## config.mk

```make
export PLATFORM = sky130hd
export DESIGN_NAME = rail_seq_ctrl
export DESIGN_NICKNAME = d
export VERILOG_FILES = /design/src/rtl/rail_seq_pkg.sv /design/src/rtl/bit_sync.sv /design/src/rtl/ready_timer.sv /design/src/rtl/seq_fsm.sv /design/src/rtl/rail_seq_ctrl.sv
export SDC_FILE = /design/constraint.sdc
export NUM_CORES = 1
export LEC_CHECK = 0
export BUFFER_PORTS_ARGS = -buffer_cell sky130_fd_sc_hd__buf_2
export CAP_MARGIN = 25
export CELL_PAD_IN_SITES_DETAIL_PLACEMENT = 1
export CELL_PAD_IN_SITES_GLOBAL_PLACEMENT = 1
export CORE_AREA = 2 2 61 63
export CTS_CLUSTER_SIZE = 20
export DETAILED_ROUTE_END_ITERATION = 8
export DIE_AREA = 0 0 63 65
export PLACE_DENSITY_LB_ADDON = 0.25
export SLEW_MARGIN = 5
export SYNTH_ARGS = -nofsm -noshare
export SYNTH_HDL_FRONTEND = slang
export SYNTH_SLANG_ARGS = --single-unit
export TNS_END_PERCENT = 1
```

## constraint.sdc

```tcl
create_clock -name clk -period 1.9 [get_ports clk]
set_input_delay 0.285 -clock clk [delete_from_list [all_inputs] [get_ports clk]]
set_output_delay 0.285 -clock clk [all_outputs]
set_load 0.02 [all_outputs]
```

## src/rtl/rail_seq_pkg.sv

```systemverilog
package rail_seq_pkg;
  typedef enum logic [1:0] {
    ST_IDLE = 2'd0,
    ST_UP   = 2'd1,
    ST_ON   = 2'd2,
    ST_DOWN = 2'd3
  } seq_state_t;
endpackage

```

## src/rtl/bit_sync.sv

```systemverilog
module bit_sync #(
  parameter int STAGES = 2
) (
  input  logic clk,
  input  logic rst,
  input  logic d,
  output logic q
);
  logic [STAGES-1:0] chain;

  generate
    for (genvar i = 0; i < STAGES; i++) begin : g_stage
      always_ff @(posedge clk) begin
        if (rst) chain[i] <= 1'b0;
        else if (i == 0) chain[i] <= d;
        else chain[i] <= chain[(i == 0) ? 0 : i-1];
      end
    end
  endgenerate

  assign q = chain[STAGES-1];
endmodule

```

## src/rtl/ready_timer.sv

```systemverilog
module ready_timer #(
  parameter int STABLE_CYC = 1000,
  parameter int HGATE_DLY  = 8
) (
  input  logic clk,
  input  logic rst,
  input  logic uv_ok_h,
  output logic ready,
  output logic gate_h_en
);
  localparam int SW = $clog2(STABLE_CYC + 1);
  localparam int HW = $clog2(HGATE_DLY + 2);

  logic [SW-1:0] stab_cnt;
  logic [HW-1:0] hdly_cnt;

  // stability timer: saturates at STABLE_CYC, restarts on any low sample
  always_ff @(posedge clk) begin
    if (rst || !uv_ok_h) begin
      stab_cnt <= '0;
      ready    <= 1'b0;
    end else if (stab_cnt != SW'(STABLE_CYC)) begin
      stab_cnt <= stab_cnt + 1'b1;
      ready    <= (stab_cnt == SW'(STABLE_CYC - 1));
    end else begin
      ready <= 1'b1;
    end
  end

  // high-rail gate turn-on delay, immediate turn-off
  always_ff @(posedge clk) begin
    if (rst || !ready) begin
      hdly_cnt  <= '0;
      gate_h_en <= 1'b0;
    end else if (hdly_cnt == HW'(HGATE_DLY)) begin
      gate_h_en <= 1'b1;
    end else begin
      hdly_cnt <= hdly_cnt + 1'b1;
    end
  end

  a_r2_ready_drop: assert property (@(posedge clk) disable iff (rst)
    !uv_ok_h |=> !ready);
  a_r1_ready_rise: assert property (@(posedge clk) disable iff (rst)
    $rose(ready) |-> $past(uv_ok_h));
  a_r3_gate_h_off: assert property (@(posedge clk) disable iff (rst)
    !ready |=> !gate_h_en);
  a_r3_gate_h_rise: assert property (@(posedge clk) disable iff (rst)
    $rose(gate_h_en) |-> $past(ready));
endmodule

```

## src/rtl/seq_fsm.sv

```systemverilog
module seq_fsm
  import rail_seq_pkg::*;
#(
  parameter bit VOLT_MODE = 1'b0,
  parameter int UP_DLY    = 100,
  parameter int DN_DLY    = 100
) (
  input  logic clk,
  input  logic rst,
  input  logic rails_ok,
  input  logic req_s,
  input  logic fb_s,
  output logic gate_m_en,
  output logic gate_l_en
);
  localparam int MAXD = (UP_DLY > DN_DLY) ? UP_DLY : DN_DLY;
  localparam int CW   = $clog2(MAXD + 1);

  seq_state_t    state, nxt;
  logic [CW-1:0] cnt, cnt_nxt;
  logic          req_q, req_rise, req_fall, mid_go;

  assign req_rise = req_s && !req_q;
  assign req_fall = !req_s && req_q;

  generate
    if (VOLT_MODE) begin : g_volt
      assign mid_go = fb_s;
    end else begin : g_time
      assign mid_go = (cnt == CW'(UP_DLY - 1));
    end
  endgenerate

  always_comb begin
    nxt     = state;
    cnt_nxt = cnt + 1'b1;
    if (!rails_ok) begin
      nxt     = ST_IDLE;
      cnt_nxt = '0;
    end else begin
      unique case (state)
        ST_IDLE: begin
          cnt_nxt = '0;
          if (req_rise) nxt = ST_UP;
        end
        ST_UP: begin
          if (req_fall) begin
            nxt = ST_DOWN; cnt_nxt = '0;
          end else if (mid_go) begin
            nxt = ST_ON; cnt_nxt = '0;
          end
        end
        ST_ON: begin
          cnt_nxt = '0;
          if (req_fall) nxt = ST_DOWN;
        end
        ST_DOWN: begin
          if (req_rise) begin
            nxt = ST_UP; cnt_nxt = '0;
          end else if (cnt == CW'(DN_DLY - 1)) begin
            nxt = ST_IDLE; cnt_nxt = '0;
          end
        end
        default: nxt = ST_IDLE;
      endcase
    end
  end

  always_ff @(posedge clk) begin
    if (rst) begin
      state     <= ST_IDLE;
      cnt       <= '0;
      req_q     <= 1'b0;
      gate_m_en <= 1'b0;
      gate_l_en <= 1'b0;
    end else begin
      state     <= nxt;
      cnt       <= cnt_nxt;
      req_q     <= req_s;
      gate_m_en <= (nxt == ST_ON);
      gate_l_en <= (nxt != ST_IDLE);
    end
  end

  a_r12_mid_needs_low: assert property (@(posedge clk) disable iff (rst)
    gate_m_en |-> gate_l_en);
  a_r10_fault_all_off: assert property (@(posedge clk) disable iff (rst)
    !rails_ok |=> (!gate_m_en && !gate_l_en));
  a_r13_on_needs_ready: assert property (@(posedge clk) disable iff (rst)
    $rose(gate_l_en) |-> $past(rails_ok));
  a_r6_mid_off_first: assert property (@(posedge clk) disable iff (rst)
    ($fell(gate_l_en) && $past(rails_ok)) |-> !$past(gate_m_en));
  a_r5_mid_after_low: assert property (@(posedge clk) disable iff (rst)
    $rose(gate_m_en) |-> $past(gate_l_en));
endmodule

```

## src/rtl/rail_seq_ctrl.sv

```systemverilog
module rail_seq_ctrl #(
  parameter bit VOLT_MODE  = 1'b0,
  parameter int STABLE_CYC = 1000,
  parameter int HGATE_DLY  = 8,
  parameter int UP_DLY     = 100,
  parameter int DN_DLY     = 100,
  parameter int SYNC_STG   = 2
) (
  input  logic clk,
  input  logic rst,
  input  logic uv_ok_h,
  input  logic uv_ok_m,
  input  logic uv_ok_l,
  input  logic seq_time,
  input  logic seq_volt,
  input  logic fb_above_ref,
  output logic ready,
  output logic gate_h_en,
  output logic gate_m_en,
  output logic gate_l_en
);
  logic req_raw, req_s, fb_s, rails_ok;

  assign req_raw  = VOLT_MODE ? seq_volt : seq_time;
  assign rails_ok = ready && uv_ok_m && uv_ok_l;

  ready_timer #(.STABLE_CYC(STABLE_CYC), .HGATE_DLY(HGATE_DLY)) u_rdy (
    .clk(clk), .rst(rst), .uv_ok_h(uv_ok_h),
    .ready(ready), .gate_h_en(gate_h_en));

  bit_sync #(.STAGES(SYNC_STG)) u_req_sync (
    .clk(clk), .rst(rst), .d(req_raw), .q(req_s));

  bit_sync #(.STAGES(SYNC_STG)) u_fb_sync (
    .clk(clk), .rst(rst), .d(fb_above_ref), .q(fb_s));

  seq_fsm #(.VOLT_MODE(VOLT_MODE), .UP_DLY(UP_DLY), .DN_DLY(DN_DLY)) u_fsm (
    .clk(clk), .rst(rst), .rails_ok(rails_ok), .req_s(req_s), .fb_s(fb_s),
    .gate_m_en(gate_m_en), .gate_l_en(gate_l_en));
endmodule

```

# Word-level counts from Yosys, hierarchy flattened

Cells that the tools add are included.

Output and inout bits: 4
Input bits: 8
Flip-flop bits (word level): 30
Logic and storage cells: 50

Add/sub/neg operators: 3
Eq/ne operators: 8
Bitwise gates (word level): 1
Reductions and logical operators: 14
Muxes and demuxes: 13

Operator list:

| cell                                                                   | number |
|---|---|
| 7-bit 2-to-1 mux                                                       | 3 |
| 7-bit case mux with 3 select lines                                     | 1 |
| 2-bit 2-to-1 mux                                                       | 7 |
| 10-bit by 1-bit adder with 10-bit output (second input constant)       | 1 |
| 10-bit equality test (second input constant)                           | 1 |
| 10-bit != test (second input constant)                                 | 1 |
| 2-bit case mux with 4 select lines                                     | 1 |
| 7-bit by 1-bit adder with 7-bit output (second input constant)         | 1 |
| 7-bit equality test (second input constant)                            | 1 |
| 2-bit equality test (second input constant)                            | 3 |
| 4-bit by 1-bit adder with 4-bit output (second input constant)         | 1 |
| 4-bit equality test (second input constant)                            | 1 |
| 1-bit logical AND                                                      | 4 |
| 1-bit logical NOT                                                      | 4 |
| 2-bit OR reduction                                                     | 2 |
| 2-bit by 1-bit equality test with 1-bit output (second input constant) | 1 |
| 2-bit logical NOT                                                      | 1 |
| 1-bit logical OR                                                       | 2 |
| 2-bit nonzero test                                                     | 1 |
| 1-bit 2-to-1 mux                                                       | 1 |
| 1-bit inverter                                                         | 1 |

# Logic depth before layout (Yosys ltp)

Gate-level depths: netlist of the first run.

Depth after elaboration: 6
Gate-level depth with buffers: 6
Depth with buffers taken out: 6

# Hierarchy

A second synthesis of the first run with hierarchy kept.

Cell total of the unflattened synthesis: 151
Area total of the unflattened synthesis: 1430.1 µm²

By module, submodules not included:

| module        | sequential area each (µm²) | area each (µm²) | times used | cells an instance |
|---|---|---|---|---|
| ready_timer   | 320.3                      | 754.5           | 1          | 84 |
| seq_fsm       | 240.2                      | 564.3           | 1          | 58 |
| bit_sync      | 40.0                       | 52.6            | 2          | 4 |
| rail_seq_ctrl | 0.0                        | 6.3             | 1          | 1 |

# Worst setup path before layout of the first run

Ideal clock, no wire load.

Kind: reg2reg
Start point: register u_fsm.cnt[0]
End point: register u_fsm.gate_l_en
Period minus slack after synthesis: 1369 ps
Arrival time: 1240 ps
Setup time: 129 ps
Setup slack: 531 ps
Buffers on the path: 0
Required time: 1771 ps
Stages on the path, launching flop included: 6
Cell sequence: dfxtp_1 -> ha_1 -> nand4b_4 -> or3_1 -> a21oi_2 -> o31ai_1

Longest elaborated chain between the ends: 6
Elaborated cells between the ends (all ways): 8
Classes of those cells: 1 x eq/ne; 6 x mux; 1 x reduce/logical

Ends and longest elaborated chain:

| what                                       | RTL line                     | text |
|---|---|---|
| start, declared                            | seq_fsm.sv:20                | `logic [CW-1:0] cnt, cnt_nxt;` |
| start signal, assigned                     | seq_fsm.sv:78                | `cnt <= cnt_nxt;` |
| 7-bit equality test *                      | seq_fsm.sv:30, seq_fsm.sv:60 |  |
| 2-bit 2-to-1 mux, on equally long branches | seq_fsm.sv:60, seq_fsm.sv:49 |  |
| 2-bit 2-to-1 mux, on equally long branches | seq_fsm.sv:58, seq_fsm.sv:47 |  |
| 2-bit case mux with 4 select lines *       | seq_fsm.sv:41                | `unique case (state)` |
| 2-bit 2-to-1 mux *                         | seq_fsm.sv:37                | `if (!rails_ok) begin` |
| 2-bit nonzero test *                       | seq_fsm.sv:81                | `gate_l_en <= (nxt != ST_IDLE);` |
| end signal, assigned                       | seq_fsm.sv:81                |  |
| end, declared                              | seq_fsm.sv:14                | `output logic gate_l_en` |

Every way passes the cells marked *; elsewhere a longest branch is shown, timed or not.
A chain may end at the register's enable or synchronous reset.

# Worst setup path after layout of the first run

Ends and elaborated chain as after synthesis.

==> results of run 1 <==
[state kept, by name (all words and copies together) (netlist names)]
name and flops:
u_fsm.state 2, u_req_sync.q 1, u_rdy.ready 1, u_fsm.gate_m_en 1, u_req_sync.chain 1, u_fsm.gate_l_en 1, u_rdy.gate_h_en 1, u_fsm.cnt 7
u_rdy.hdly_cnt 4, u_rdy.stab_cnt 10, u_fsm.req_q 1
[area by class of cell]
type                    count  area [um^2]
repair buffers              9         45.0
clock buffers               5         37.5
fillers                   432         2010
well taps                  48         60.1
multi-input cells          99          681
flip-flops and latches     30          601
inverters                   6         22.5
clock inverters             3         40.0
[path summary, 6_finish.rpt]
path | from | end | depth (start not counted)
setup / recovery | u_fsm.cnt[0] | u_fsm.gate_l_en | 5
setup reg to reg | u_fsm.cnt[0] | u_fsm.gate_l_en | 5
hold reg to reg | u_fsm.cnt[0] | u_fsm.cnt[0] | 1
hold / removal | seq_time | u_req_sync.chain[0] | 2
[cells in the final DEF (no fill, tap or decap), types with 2 or more instances in the layout]
| cell | instances |
|---|---|
| nand3b_1 | 3 |
| and3_1 | 3 |
| nand4_1 | 3 |
| nor2_1 | 22 |
| nand2_1 | 5 |
| ha_1 | 5 |
| xor2_1 | 9 |
| xnor2_1 | 7 |
| mux2i_1 | 2 |
| o31ai_1 | 2 |
| o21ai_0 | 2 |
| a21oi_1 | 4 |
| clkbuf_4 | 5 |
| nor2b_1 | 4 |
| nand2b_1 | 6 |
| clkinv_2 | 2 |
| dfxtp_1 | 30 |
| nand3_1 | 8 |
| buf_2 | 9 |
| inv_1 | 6 |
[critical path, delay by kind of cell (launching register included)]
kind | cells | cell delay, ps
AO/OA/AOI/OAI | 2 | 300
flip-flops | 1 | 350
AND/OR/NAND/NOR | 2 | 470
adder cells (fa/ha/maj) | 1 | 270
[layer usage]
layer	vias up	part of all wire, %
met4	0	2.0
met3	6	3.8
li1	486	-
met5	-	0
met2	11	50
met1	446	44
[power by group through the flow]
stage                     logic [W]  clock network, W  registers (W)
after floorplan           0.0000141                 0       0.000650
after global placement    0.0000227                 0       0.000650
after detailed placement  0.0000235                 0       0.000651
after CTS                 0.0000236          0.000527       0.000636
after global routing      0.0000269          0.000557       0.000637
final                     0.0000228          0.000500       0.000636
[cell families after synthesis]
family                   synth area share (%)
XOR/XNOR                                 10.7
buffers and inverters                    2.38
AND/OR/NAND/NOR                          28.0
adder cells (fa/ha/maj)                  4.77
multiplexers                             2.38
AO/OA/AOI/OAI                            6.01
flip-flops                               45.8
[through the flow]
stage | total power (W) | cell area, um^2
floorplan | 0.000664 | 1310
global placement | 0.000673 | 1410
detailed placement | 0.000674 | 1410
CTS | 0.00119 | 1490
global route | 0.00122 | 1490
finish | 0.00116 | 1490
==> results.cfg, run 1 <==
[run_status]
status = completed

[power_and_ir_drop]
p_comb_share_pct = 2.0
p_sw_w = 0.000243
leakage_nw = 0.592
vdd_ir_drop_max_mv = 0.266
pwr-share-seq_pct = 54.9
swShare_pct = 20.9
internal_power_w = 0.000916
power_density_mw_per_mm2 = 780
clkPwrFrac_pct = 43.1

[timing]
setup_ws_ps = 408
worstMarginPinSlew_ps = 424
drv_slew = 0
slew_headroom_pct = 71.7
whs_ps = 170
fin_crit_ps = 1490
rsz0062_at_grt = no
final.setup_skew_ps = 12.7
hold_viol = 0
finalCritPeriodShare_pct = 78.5
fmax_ghz = 0.670
final-setup-viol-count = 0
fin_setup_tns_ps = 0

[place]
place_ws_ps = 410
port_buffers = 9
dpl.hpwl_mm = 1.80
gp_congestion = 0.777
dp.cells = 192

[global_route]
overflow = 0
top_usage_layer = met2
grt_max_degree = 12
grt_use_met3_pct = 4.86
grtUsageMet1_pct = 15.6
use_met2_pct = 23.9
first_global_vias = 1002
grt_pass1_wl_mm = 4.46
antenna_found_initial = 0
track_usage_pct = 13.9

[floorplan]
die-height_um = 65
die_w_um = 63
core_area_mm2 = 0.00350
die_area_mm2 = 0.00410
initial_utilization_pct = 37.5
io_pins = 12
row_count = 22

[critical_path]
worst_path_max_delay_cell = dfxtp_1
cp.required_ps = 2110
cp_max_fo = 3
r2r_setup_slack_ps = 410
startpoint_type = register
arrival_ps = 1710
cp-end-kind = register
path_class = reg -> reg
critPathMaxStageDelay_ps = 350
crit_chain = ha_1 -> nand4b_4 -> or3_1 -> a21oi_2 -> o31ai_1

[clocking]
post_cts_buffers = 0
cts_hold_buf = 0
clock-sinks = 30
cts_max_level = 2
clk_pin_slew_ps = 100
cts_root_buf = clkbuf_4
numCtsBuffers = 5
insertion_delay_ps = 330
cts_tree = built
cts_resized = 0
clk_path_buf_depth = 2

[detailed_routing]
vias_per_cell = 4.75
drt-wirelength-per-cell_um = 12.0
routed_wl_mm = 2.39
drc_errors = 0
first_pass_iters = 3
drtIter0Drc = 34
final_antenna_net_count = 0
vias = 949

[synth]
ys_seq_area_share_pct = 45.8
synth.top_cells.by_count = dfxtp_1, nor2_1, xor2_1
avgSynthCellArea_um2 = 9.58
ys_warn_count = 0
yosysTopAreaCellShare_pct = 45.8
synth_ff_type = dfxtp_1
synthTopCellsByArea = dfxtp_1, nor2_1, xor2_1
syn_nets = 150
synth_edf_count = 0
synthCells = 137
ys_async_sr_fraction_pct = 0
synth.most_common_cell = dfxtp_1
netlist_area_mm2 = 0.00131
ys_ff_latch = 30
synth_area_leader_cell = dfxtp_1
yosysUniqueCellTypes = 33

[cells_and_area]
antenna_cells = 0
utilization_pct = 42.5
final_nets = 164
instances_no_fill = 200
syn_to_final_growth_pct = 13.3
drive_gt1_share_pct = 15.8

[run]
drv_cap = 0

[worst_hold_path]
min_path_type = in -> reg
(Power assumes the default switching activity.)
==> run 2: changes to the inputs <==
==> constraint.sdc (replaced) <==
create_clock -name clk -period 1.3 [get_ports clk]
set_input_delay 0.195 -clock clk [delete_from_list [all_inputs] [get_ports clk]]
set_output_delay 0.195 -clock clk [all_outputs]
set_load 0.02 [all_outputs]
==> run 2 against run 1 <==
Effect of this change:
- the flow now finishes with violations (negative setup slack)
- sequential share of layout area is 3.1 points lower
- sequential power rose by 46%
- via count up 9.1%
- non-clock buffer count increased by 13
- clock skew is 3.0 ps lower
- count of clock-buffer cells in the layout increased by 2
- die area stayed put
- design area rose by 9.9%
- combinational power increased by 100%
- core utilization is 4.2 points higher
- clock power grew 14%
- sequential cell count is the same
- critical endpoint unchanged
==> results.cfg, run 2 (synthesis results as in run 1) <==
[global_route]
overflow = 0
antenna_found_initial = 0
first_global_vias = 1107
track_usage_pct = 15.4
grt_pass1_wl_mm = 4.84
grt_max_degree = 11

[critical_path]
path_class = reg -> reg
arrival_ps = 1540
ff2ff_path_depth = 5
r2r_setup_slack_ps = -30
crit_chain = ha_4 -> nand4b_4 -> or3_4 -> a21oi_4 -> o31ai_2
critPathMaxStageDelay_ps = 360
cp_max_fo = 3
worst_path_max_delay_cell = dfxtp_2
startpoint_type = register
cp-end-kind = register
cpLargestDelayFamily = simple AND/OR/NAND/NOR gates
critPathBufInv = 0
r2r-end = u_fsm.gate_l_en
cp.required_ps = 1510
worstReg2RegStart = u_fsm.cnt[1]

[worst_hold_path]
whs_path_depth = 2
min_path_type = in -> reg
holdPathEnd = u_req_sync.chain[0]
hp-start = seq_time

[detailed_routing]
routed_wl_mm = 2.63
drc_errors = 0
first_pass_iters = 4
vias = 1035
drt-wirelength-per-cell_um = 12.4
final_antenna_net_count = 0
vias_per_cell = 4.86
drtIter0Drc = 26

[cells_and_area]
fillers = 420
top_regs = u_rdy.stab_cnt: 10 flops, u_fsm.cnt: 7 flops, u_rdy.hdly_cnt: 4 flops
layout_common_cells = dfxtp_1, nor2_1, buf_4, xor2_1, buf_2
syn_to_final_growth_pct = 24.5
top_register = u_rdy.stab_cnt
utilization_pct = 46.7
largest_reg_flops = 10
antenna_cells = 0
final_nets = 177
drive_gt1_share_pct = 32.1
layout_commonest_cell = dfxtp_1

[run]
drv_cap = 0

[floorplan]
die_area_mm2 = 0.00410
die-height_um = 65
io_pins = 12
core_area_mm2 = 0.00350
initial_utilization_pct = 37.5
row_count = 22
die_w_um = 63

[clocking]
clk_pin_slew_ps = 90
cts_max_level = 2
clk_path_buf_depth = 2
cts_hold_buf = 0
insertion_delay_ps = 320
clock-sinks = 30
cts_root_buf = clkbuf_4
numCtsBuffers = 5
cts_tree = built

[timing]
slew_headroom_pct = 78.6
rsz0062_at_grt = yes
fin_setup_tns_ps = -105
setup_ws_ps = -31.3
fmax_ghz = 0.751
drv_slew = 0
hold_viol = 0
fin_crit_ps = 1330
final.setup_skew_ps = 9.78
finalCritPeriodShare_pct = 102
worstMarginPinSlew_ps = 312
final-setup-viol-count = 4

[run_status]
status = finished with violations
violations = negative setup slack

[power_and_ir_drop]
leakage_nw = 0.655
power_density_mw_per_mm2 = 945
vdd_ir_drop_max_mv = 0.500

[place]
gp_congestion = 0.776
port_buffers = 9
dpl.hpwl_mm = 2.01
-- run 2: metrics by stage --
stage	instances	power (W)	setup slack [ps]	cell area, um^2	hold WS, ps
2_1_floorplan	137	0.000970	7.91	1330	267
3_3_place_gp	205	0.000992	-30.0	1520	423
3_5_place_dp	205	0.000996	-103	1520	431
4_1_cts	213	0.00158	-37.5	1630	94.8
5_1_grt	213	0.00164	-143	1630	77.8
6_report	213	0.00154	-31.3	1630	99.6
-- run 2: worst max-delay path by stage --
stage,to,cells past startpoint,startpoint,slack [ps]
2_1_floorplan,u_fsm.gate_l_en,5,u_fsm.cnt[1],8
3_3_place_gp,u_fsm.gate_l_en,5,u_fsm.cnt[1],-30
3_5_place_dp,u_fsm.gate_l_en,5,u_fsm.cnt[1],-100
4_1_cts,u_rdy.stab_cnt[2],6,u_rdy.stab_cnt[0],-40
5_1_grt,u_fsm.gate_m_en,5,u_fsm.cnt[0],-140
6_report,u_fsm.gate_l_en,5,u_fsm.cnt[1],-30
-- run 2: cell type report --
| class | count | area (um^2) | area share [%] |
|---|---|---|---|
| Multi-Input combinational cell | 99 | 739 | 45.3 |
| Sequential cell | 30 | 609 | 37.3 |
| Timing Repair Buffer | 22 | 143 | 8.73 |
| Tap cell | 48 | 60.1 | 3.68 |
| Clock buffer | 7 | 55.1 | 3.37 |
| Inverter | 6 | 22.5 | 1.38 |
| Clock inverter | 1 | 5.00 | 0.306 |
-- run 2: power breakdown --
group          switching, W  internal, W
registers        0.00000349     0.000925
clock network      0.000307     0.000262
logic             0.0000229    0.0000234
total              0.000334      0.00121
-- run 2: routing by layer --
layer	vias to the layer above	global-route usage [%]	routed length, um
met4	0	6.67	27
met3	5	5.03	91
met1	504	16.1	1070
li1	515	-	-
met5	-	0	0
met2	11	28.3	1450
-- run 2: worst register-to-register path: stages (launching register included) --
cell      delay (ps)
dfxtp_2          360
ha_4             150
nand4b_4         120
or3_4            360
a21oi_4          170
o31ai_2           80
-- run 2: repair_timing --
item | CTS | global route
buffers inserted | 0 | 0
pin swaps | 4 | 2
resized for setup | 13 | 4
setup endpoints to repair | 15 | 20
